**config.mk**
```make
export PLATFORM = sky130hd
export DESIGN_NAME = pretrig_evt_counters
export DESIGN_NICKNAME = d
export VERILOG_FILES = /design/src/rtl/pretrig_cnt_pkg.sv /design/src/rtl/sat_cnt.sv /design/src/rtl/slot_bank.sv /design/src/rtl/pretrig_evt_counters.sv
export SDC_FILE = /design/constraint.sdc
export NUM_CORES = 1
export LEC_CHECK = 0
export ABC_CLOCK_PERIOD_IN_PS = 2009
export CORE_MARGIN = 4
export CORE_UTILIZATION = 53
export DETAILED_ROUTE_END_ITERATION = 10
export PLACE_DENSITY_LB_ADDON = 0.3
export SLEW_MARGIN = 20
export SYNTH_ARGS = -nofsm -noshare
export SYNTH_HDL_FRONTEND = slang
export SYNTH_SLANG_ARGS = --single-unit
```
**constraint.sdc**
```tcl
create_clock -name clk -period 2.01 [get_ports clk]
set_input_delay 0.201 -clock clk [delete_from_list [all_inputs] [get_ports clk]]
set_output_delay 0.201 -clock clk [all_outputs]
set_load 0.03 [all_outputs]
```
**src/rtl/pretrig_cnt_pkg.sv**
```systemverilog
package pretrig_cnt_pkg;

    // Default geometry: seven function codes plus one unknown slot
    localparam int DEF_CNT_W     = 4;
    localparam int DEF_NUM_SLOTS = 8;

    // Lowest bit of a slot's field inside the packed read word
    function automatic int slot_lsb(input int slot, input int cnt_w);
        return slot * cnt_w;
    endfunction

endpackage

```
**src/rtl/sat_cnt.sv**
```systemverilog
module sat_cnt #(
    parameter int CNT_W = 4
) (
    input  logic             clk,
    input  logic             rst_n,
    input  logic             clr,
    input  logic             inc,
    output logic [CNT_W-1:0] cnt
);

    localparam logic [CNT_W-1:0] CMAX = '1;
    localparam logic [CNT_W-1:0] ONE  = CNT_W'(1);

    logic [CNT_W-1:0] cnt_nxt;
    logic             at_max;

    assign at_max = (cnt == CMAX);

    // Next-count selection: clear first, then saturating increment
    always_comb begin
        cnt_nxt = cnt;
        if (clr) begin
            cnt_nxt = '0;
        end else if (inc && !at_max) begin
            cnt_nxt = cnt + ONE;
        end
    end

    // Count register with asynchronous reset
    always_ff @(posedge clk or negedge rst_n) begin
        if (!rst_n) begin
            cnt <= '0;
        end else begin
            cnt <= cnt_nxt;
        end
    end

    // one step per strobe below the ceiling
    a_r2_single_step: assert property (@(posedge clk) disable iff (!rst_n)
        (inc && !clr && !at_max) |=> (cnt == $past(cnt) + ONE));

    // the ceiling holds
    a_r3_no_overflow: assert property (@(posedge clk) disable iff (!rst_n)
        (at_max && !clr) |=> (cnt == CMAX));

    // clear beats any strobe
    a_r4_clear_wins: assert property (@(posedge clk) disable iff (!rst_n)
        clr |=> (cnt == '0));

    // idle keeps the value
    a_r6_idle_hold: assert property (@(posedge clk) disable iff (!rst_n)
        (!clr && !inc) |=> $stable(cnt));

endmodule

```
**src/rtl/slot_bank.sv**
```systemverilog
module slot_bank
    import pretrig_cnt_pkg::*;
#(
    parameter int CNT_W     = DEF_CNT_W,
    parameter int NUM_SLOTS = DEF_NUM_SLOTS
) (
    input  logic                       clk,
    input  logic                       rst_n,
    input  logic                       clr,
    input  logic [NUM_SLOTS-1:0]       stb,
    output logic [NUM_SLOTS*CNT_W-1:0] packed_cnt
);

    // One saturating counter per slot, placed at its fixed field
    for (genvar s = 0; s < NUM_SLOTS; s++) begin : g_slot
        localparam int LSB = slot_lsb(s, CNT_W);

        sat_cnt #(
            .CNT_W (CNT_W)
        ) u_cnt (
            .clk   (clk),
            .rst_n (rst_n),
            .clr   (clr),
            .inc   (stb[s]),
            .cnt   (packed_cnt[LSB +: CNT_W])
        );
    end

endmodule

```
**src/rtl/pretrig_evt_counters.sv**
```systemverilog
module pretrig_evt_counters
    import pretrig_cnt_pkg::*;
#(
    parameter int CNT_W     = DEF_CNT_W,
    parameter int NUM_SLOTS = DEF_NUM_SLOTS
) (
    input  logic                       clk,
    input  logic                       rst_n,
    input  logic                       clr,
    input  logic [NUM_SLOTS-1:0]       evt_stb,
    output logic [NUM_SLOTS*CNT_W-1:0] rd_word
);

    localparam int WORD_W = NUM_SLOTS * CNT_W;

    logic [WORD_W-1:0] bank_word;

    slot_bank #(
        .CNT_W     (CNT_W),
        .NUM_SLOTS (NUM_SLOTS)
    ) u_bank (
        .clk        (clk),
        .rst_n      (rst_n),
        .clr        (clr),
        .stb        (evt_stb),
        .packed_cnt (bank_word)
    );

    // read path is wiring only, no register stage
    assign rd_word = bank_word;

    // a clear empties the whole word
    a_r4_word_cleared: assert property (@(posedge clk) disable iff (!rst_n)
        clr |=> (rd_word == '0));

    // no clear and no strobe leaves the word untouched
    a_r6_word_idle: assert property (@(posedge clk) disable iff (!rst_n)
        (!clr && (evt_stb == '0)) |=> $stable(rd_word));

endmodule

```
## Word-level counts from Yosys, hierarchy flattened

Index checks and enable logic that the tools add are counted.

| word-level totals | value |
|---|---|
| input bits | 11 |
| bits in registers | 32 |
| output and inout bits | 32 |
| word-level logic and storage cells | 64 |

| operators by class | value |
|---|---|
| reductions and logical operators | 24 |
| multiplexer cells | 16 |
| $add $sub $neg | 8 |
| equal/unequal tests | 8 |

Operators with widths:

| cell | number |
|---|---|
| $mux W4 | 16 |
| $add A4 B1 Y4 const B | 8 |
| $eq A4 B4 Y1 const B | 8 |
| $reduce_bool A2 Y1 | 8 |
| $logic_and A1 B1 Y1 | 8 |
| $logic_not A1 Y1 | 8 |

## Logic depth before layout (Yosys ltp)

Gate-level depths: netlist of run 1.

| depth | value |
|---|---|
| depth after elaboration | 5 |
| mapped depth | 4 |
| mapped depth without buffers | 4 |

## By module

From an unflattened synthesis of run 1, not the netlist that was laid out.

| second synthesis, totals | value |
|---|---|
| cells, all modules | 160 |
| area total of the unflattened synthesis | 1831.8 um^2 |

Modules (own cells, without submodules):

| module | seq. area each (um^2) | instances | area each (um^2) | cells each |
|---|---|---|---|---|
| sat_cnt | 100.1 | 8 | 229.0 | 20 |

## Worst setup path before layout of run 1

Ideal clock, no wire load.

| path | value |
|---|---|
| path type | register to register |
| start | reg u_bank.g_slot[0].u_cnt.cnt[0] |
| end | reg u_bank.g_slot[0].u_cnt.cnt[0] |
| cell stages (with the launch flop) | 5 |
| library setup time | 0.125 ns |
| buffers on the path | 0 |
| data required time | 1.885 ns |
| arrival | 1.423 ns |
| path slack | 0.462 ns |
| period minus slack after synthesis | 1.548 ns |
| cells stage by stage | dfrtp_1 ha_1 and3_1 nor2b_2 mux2_2 |

| between the ends | value |
|---|---|
| cells in the longest elaborated chain, start to end | 4 |
| elaborated cells on any way between the ends | 7 |
| those cells by class | add/sub (1); eq/ne (1); mux (2); reduce/logical (3) |

RTL lines:

| element | RTL line | source |
|---|---|---|
| start, declared | sat_cnt.sv:8 | `output logic [CNT_W-1:0] cnt` |
| start signal, assigned | sat_cnt.sv:34 | `cnt <= cnt_nxt;` |
| branches (longest 4 deep; another with $add A4 B1 Y4) | - |  |

Several ways; the timed one is not identified. The select of a mux whose other input is x is not followed.
A chain may end at the register's enable or synchronous reset.

## Worst setup path after layout of run 1

| path | value |
|---|---|
| start | reg u_bank.g_slot[4].u_cnt.cnt[0] |
| end | out rd_word[16] |

RTL lines:

| element | RTL line | source |
|---|---|---|
| start, declared | sat_cnt.sv:8 |  |
| start signal, assigned | sat_cnt.sv:34 |  |
| end, declared | pretrig_evt_counters.sv:11 | `output logic [NUM_SLOTS*CNT_W-1:0] rd_word` |

No word-level cell between the ends.

==> impl_metrics.toml, run 1 <==
[status]
status = "completed"

[synthesis]
yosysSeqAreaShare_pct = 45.4
syn_area_um2 = 1760
synth_nets = 184
postSynthCellCount = 165
synth_seq_cells = 32
ys_types = 23
synth_top_area_share_pct = 45.4
syn_avg_cell_area_um2 = 10.7
ys_warn_count = 0
yosysTopAreaCell = "dfrtp_1"
synthTopCellsByArea = "dfrtp_1 (45%), ha_1 (5.7%), nand2b_1 (5.7%)"

[sta]
tns_ps = 0
hold_viol = 0
relSlewSlack_pct = 73.0
rsz0062_at_grt = "no"
setup_viol_count_final = 0
min_period_over_period_pct = 84.0
fin_crit_ps = 1690
maxSlewViolCount = 0
finClkSkew_ps = 5.22
tightest_slew_ps = 406
holdWs_ps = 263
timing.fmax_mhz = 592

[global_route]
grtUsageTotal_pct = 19.1
grt_pass1_vias = 1438
grt_pass1_wl_um = 6330
grt_max_degree = 49
antenna_found_initial = 0
overflow = 0

[critical_path]
path_delay_family = "buffers and inverters"
end_kind = "primary output"
critPathSlowestCell = "clkdlybuf4s50_1"
crit_fanout = 5
critPathBufInv = 1
crit_required_ps = 1810
worst_ep_arrival_time_ps = 1490
slowest_delay_ps = 710
critPathLaunchType = "register"
critical_path_class = "register to primary output"
crit_chain = "clkdlybuf4s50_1"

[layout]
mostFrequentLayoutCells = "clkdlybuf4s50_1 (42), dfrtp_1 (32), nand2b_1 (16), a21oi_1 (15), nor3_1 (9)"
largest_reg_flops = 32
final_common_cell = "clkdlybuf4s50_1"
fillers = 233
finalNetCount = 230
area_delta_synth_final_pct = 30.2
multi_input_area_um2 = 918
drive_above_1_share_pct = 11.8
reg.largest.list = "u_bank.g_slot.u_cnt.cnt: 32 flops"
regMostFlops = "u_bank.g_slot.u_cnt.cnt"
utilization_pct = 73.4
num_antenna_cells = 0
register_area_um2 = 801

[pwr]
switching_share_pct = 28.6
leakagePower_nw = 1.03
combPwrFrac_pct = 20.2
peakVddDrop_mv = 0.402
switching_power_mw = 0.404
internal-power_mw = 1.01
power_density_nw_per_um2 = 615
total_power_mw = 1.41
p_clk_share_pct = 29.3
seqPwrFrac_pct = 50.5

[place]
io_buffer_count = 42
gp_congestion = 0.758
hpwl_um = 2620

[clocking]
clock-root-buffer = "clkbuf_4"
cts_setup_buffers = 0
cts-htree-levels = 2
path_clk_slew_ps = 100
cts_hold_buf = 0
post_cts_resized = 0
clock_path_buffers = 2
cts.sinks = 32
cts_buffers = 5
clk_latency_ps = 330
cts_tree = "done"

[die]
dieArea_um2 = 4310
fp.dieW_um = 65.7
row_count = 20
ios = 43
core-area_um2 = 3130
start_util_pct = 56.4
die_h_um = 65.7

[min_path]
hold_path_class = "primary input to async pin"

[route]
via_count = 1392
drc_errors = 0
detail-route-antenna-nets = 0
routed_wl_um = 3700
viasPerCell = 5.46
firstDrtPassIters = 4
drtIter0Drc = 102
routedWlPerCell_um = 14.5

[job]
cap_violations = 0
[cells by family (layout without fill, tap and decap cells)]
logic type,Yosys count,in the layout,share of synthesized area [%]
AO/OA/AOI/OAI,24,24,7.38
adder cells (fa/ha/maj),8,8,5.68
buffers and inverters,7,53,2.48
flip-flops,32,32,45.4
multiplexers,16,16,10.5
AND/OR/NAND/NOR,78,78,28.5
[routing by layer]
layer | wire, um | global-route usage (%)
met5 | 0 | 0
met4 | 89 | 8.81
met3 | 142 | 4.96
met2 | 1770 | 31.8
met1 | 1690 | 22.9
[Yosys cell counts]
cell type   n
mux2_4      4
mux2i_1     8
ha_1        8
nor2_1      8
and4b_1     7
buf_6       2
inv_1       2
and3_1      7
a31oi_2     1
nor3_1      9
a21oi_1    15
or2_0       7
nor2b_2     7
buf_2       2
mux2_2      4
nor2b_1     8
o21ai_0     7
nand2b_1   16
nand4_1     8
a211oi_1    1
clkbuf_1    1
dfrtp_1    32
and4_1      1
[stage by stage]
stage               instance area (um^2)  instances  setup slack (ps)
floorplan                           1760        165               462
global placement                    2230        248               591
detailed placement                  2230        248               534
CTS                                 2290        255               300
global route                        2290        255               260
finish                              2290        255               321
[area by class of cell]
class / count / share of cell area (%)
clock buffers: 7 / 2.84
well taps: 44 / 2.40
multi-input cells: 126 / 40.0
repair buffers: 44 / 19.5
inverters: 2 / 0.327
flip-flops and latches: 32 / 34.9
[final timing paths]
kind	from	to	slack [ps]	depth (start not counted)
worst max-delay path	u_bank.g_slot[4].u_cnt.cnt[0]	rd_word[16]	320	1
worst min-delay path	rst_n	u_bank.g_slot[7].u_cnt.cnt[3]	260	2
worst max register to register	u_bank.g_slot[0].u_cnt.cnt[0]	u_bank.g_slot[0].u_cnt.cnt[0]	520	4
worst min register to register	u_bank.g_slot[6].u_cnt.cnt[1]	u_bank.g_slot[6].u_cnt.cnt[1]	590	2
max in group asynchronous	rst_n	u_bank.g_slot[3].u_cnt.cnt[0]	1450	2
min in group clk	evt_stb[0]	u_bank.g_slot[0].u_cnt.cnt[2]	570	3
[power by group through the flow]
stage | logic (mW) | registers [mW] | clock network, mW
final | 0.285 | 0.713 | 0.414
after global routing | 0.310 | 0.720 | 0.453
after CTS | 0.288 | 0.713 | 0.427
after detailed placement | 0.287 | 0.725 | 0
after global placement | 0.275 | 0.721 | 0
after floorplan | 0.103 | 0.781 | 0
(Power assumes the default switching activity.)
==> run 2, diff against run 1 <==
Settings changed: ABC_CLOCK_PERIOD_IN_PS 2009 to 1400, CORE_UTILIZATION 53 to 44.
Clock period 2.01 ns to 1.4 ns, I/O delays scaled along.
==> run 2 against run 1 <==
Against the previous run:
- setup slack got worse by 290 ps
- register-to-register slack got worse by 490 ps
- critical path depth rose by 3
- count of clock-buffer cells in the layout fell by 1
- sequential power rose by 47%
- flip-flop and latch count did not move
- global-route usage fell by 2.2 points
- sequential share of layout area fell by 2.6 points
- largest cell class unchanged
- largest power group unchanged
==> impl_metrics.toml, run 2 (same netlist as run 1, synthesis figures left out) <==
[layout]
area_delta_synth_final_pct = 44.2
fin_cells = 271
reg.largest.list = "u_bank.g_slot.u_cnt.cnt: 32 flops"
num_antenna_cells = 0
mostFrequentLayoutCells = "dlygate4sd2_1 (32), nand2b_1 (16), dfrtp_2 (16), dfrtp_1 (16), a21oi_1 (15)"
finalNetCount = 241
final_common_cell = "dlygate4sd2_1"
regMostFlops = "u_bank.g_slot.u_cnt.cnt"
fin_area_um2 = 2540
drive_above_1_share_pct = 29.6
fillers = 296
largest_reg_flops = 32

[status]
status = "completed"

[critical_path]
crit_required_ps = 1580
slowest_delay_ps = 460
critPathBufInv = 0
worst_ep_arrival_time_ps = 1540
critPathSlowestCell = "dfrtp_2"
end_kind = "register"
crit_fanout = 5
critical_path_class = "register to register"
critPathLaunchType = "register"
crit_chain = "ha_4 > and3_4 > nor2b_2 > mux2_4"
path_delay_family = "flip-flops"

[die]
die_h_um = 71.3
core-area_um2 = 3770
fp.dieW_um = 71.3
start_util_pct = 46.7
row_count = 22
dieArea_um2 = 5080
ios = 43

[route]
firstDrtPassIters = 4
routed_wl_um = 4150
viasPerCell = 5.35
drtIter0Drc = 63
drc_errors = 0
detail-route-antenna-nets = 0
via_count = 1451
routedWlPerCell_um = 15.3

[place]
preCtsSetupSlack_ps = 6.99
placed_cells_incl_taps = 254
gp_congestion = 0.761
place_area_um2 = 2390
io_buffer_count = 42
hpwl_um = 2900

[sta]
relSlewSlack_pct = 78.2
finClkSkew_ps = 10.4
fin_crit_ps = 1370
setup_viol_count_final = 0
hold_viol = 0
maxSlewViolCount = 0
tightest_slew_ps = 328
tns_ps = 0
setup_ws_ps = 31.4
timing.fmax_mhz = 731
min_period_over_period_pct = 97.8

[pwr]
total_power_mw = 2.23
leakagePower_nw = 1.21
power_density_nw_per_um2 = 878
peakVddDrop_mv = 0.529

[global_route]
antenna_found_initial = 0
grt_max_degree = 49
overflow = 0
grt_pass1_vias = 1515
grtUsageTotal_pct = 16.9
grt_pass1_wl_um = 6900

[clocking]
cts-htree-levels = 2
clock_path_buffers = 2
cts.sinks = 32
cts_hold_buf = 0
clk_latency_ps = 290
cts_buffers = 5
path_clk_slew_ps = 80
cts_tree = "done"
clock-root-buffer = "clkbuf_8"

[job]
cap_violations = 0

[min_path]
hold_path_class = "primary input to async pin"
[run 2: routing by layer]
| metal | share of wire (%) | vias up | global-route usage, % |
|---|---|---|---|
| met3 | 5.0 | 6 | 5.33 |
| met1 | 40 | 709 | 19.0 |
| li1 | - | 708 | - |
| met2 | 54 | 28 | 30.2 |
| met4 | 1.3 | 0 | 5.64 |
| met5 | 0 | - | 0 |
[run 2: timing repair]
action / 4_1_cts / 5_1_grt
resized for setup: 33 / 5
setup endpoints to repair: 33 / 8
setup buffers: 0 / 9
pin swaps: 0 / 2
cloned: 0 / 0
[run 2: final timing paths]
check	startpoint	endpoint	slack, ps	depth (start not counted)
worst max-delay path	u_bank.g_slot[7].u_cnt.cnt[0]	u_bank.g_slot[7].u_cnt.cnt[0]	30	4
worst min-delay path	rst_n	u_bank.g_slot[7].u_cnt.cnt[3]	220	2
worst max register to register	u_bank.g_slot[7].u_cnt.cnt[0]	u_bank.g_slot[7].u_cnt.cnt[0]	30	4
worst min register to register	u_bank.g_slot[5].u_cnt.cnt[3]	u_bank.g_slot[5].u_cnt.cnt[3]	590	2
max in group asynchronous	rst_n	u_bank.g_slot[5].u_cnt.cnt[1]	990	2
min in group clk	evt_stb[6]	u_bank.g_slot[6].u_cnt.cnt[2]	560	3
[run 2: final cells by class]
type | instances | area, um^2 | share of cell area [%]
Timing Repair Buffer | 55 | 503 | 19.8
Inverter | 2 | 7.51 | 0.295
Tap cell | 48 | 60.1 | 2.36
Sequential cell | 32 | 821 | 32.3
Clock inverter | 2 | 10.0 | 0.394
Clock buffer | 6 | 82.6 | 3.25
Multi-Input combinational cell | 126 | 1060 | 41.6
[run 2: report_power, final]
part           internal (mW)  total (mW)  switching, mW
logic                  0.211       0.441          0.230
clock network          0.392       0.746          0.353
registers              0.977        1.05         0.0699
[run 2: stage by stage]
stage / utilization (%) / hold slack [ps]
global route: 67.4 / 246
finish: 67.4 / 219
detailed placement: 63.3 / 531
CTS: 64.9 / 226
floorplan: - / -156
global placement: 63.3 / 529
==> run 3, diff against run 2 <==
Settings changed: SLEW_MARGIN 20 to 0.
==> results of run 3 <==
No change in the layout: final DEF, timing and power equal those of run 2.
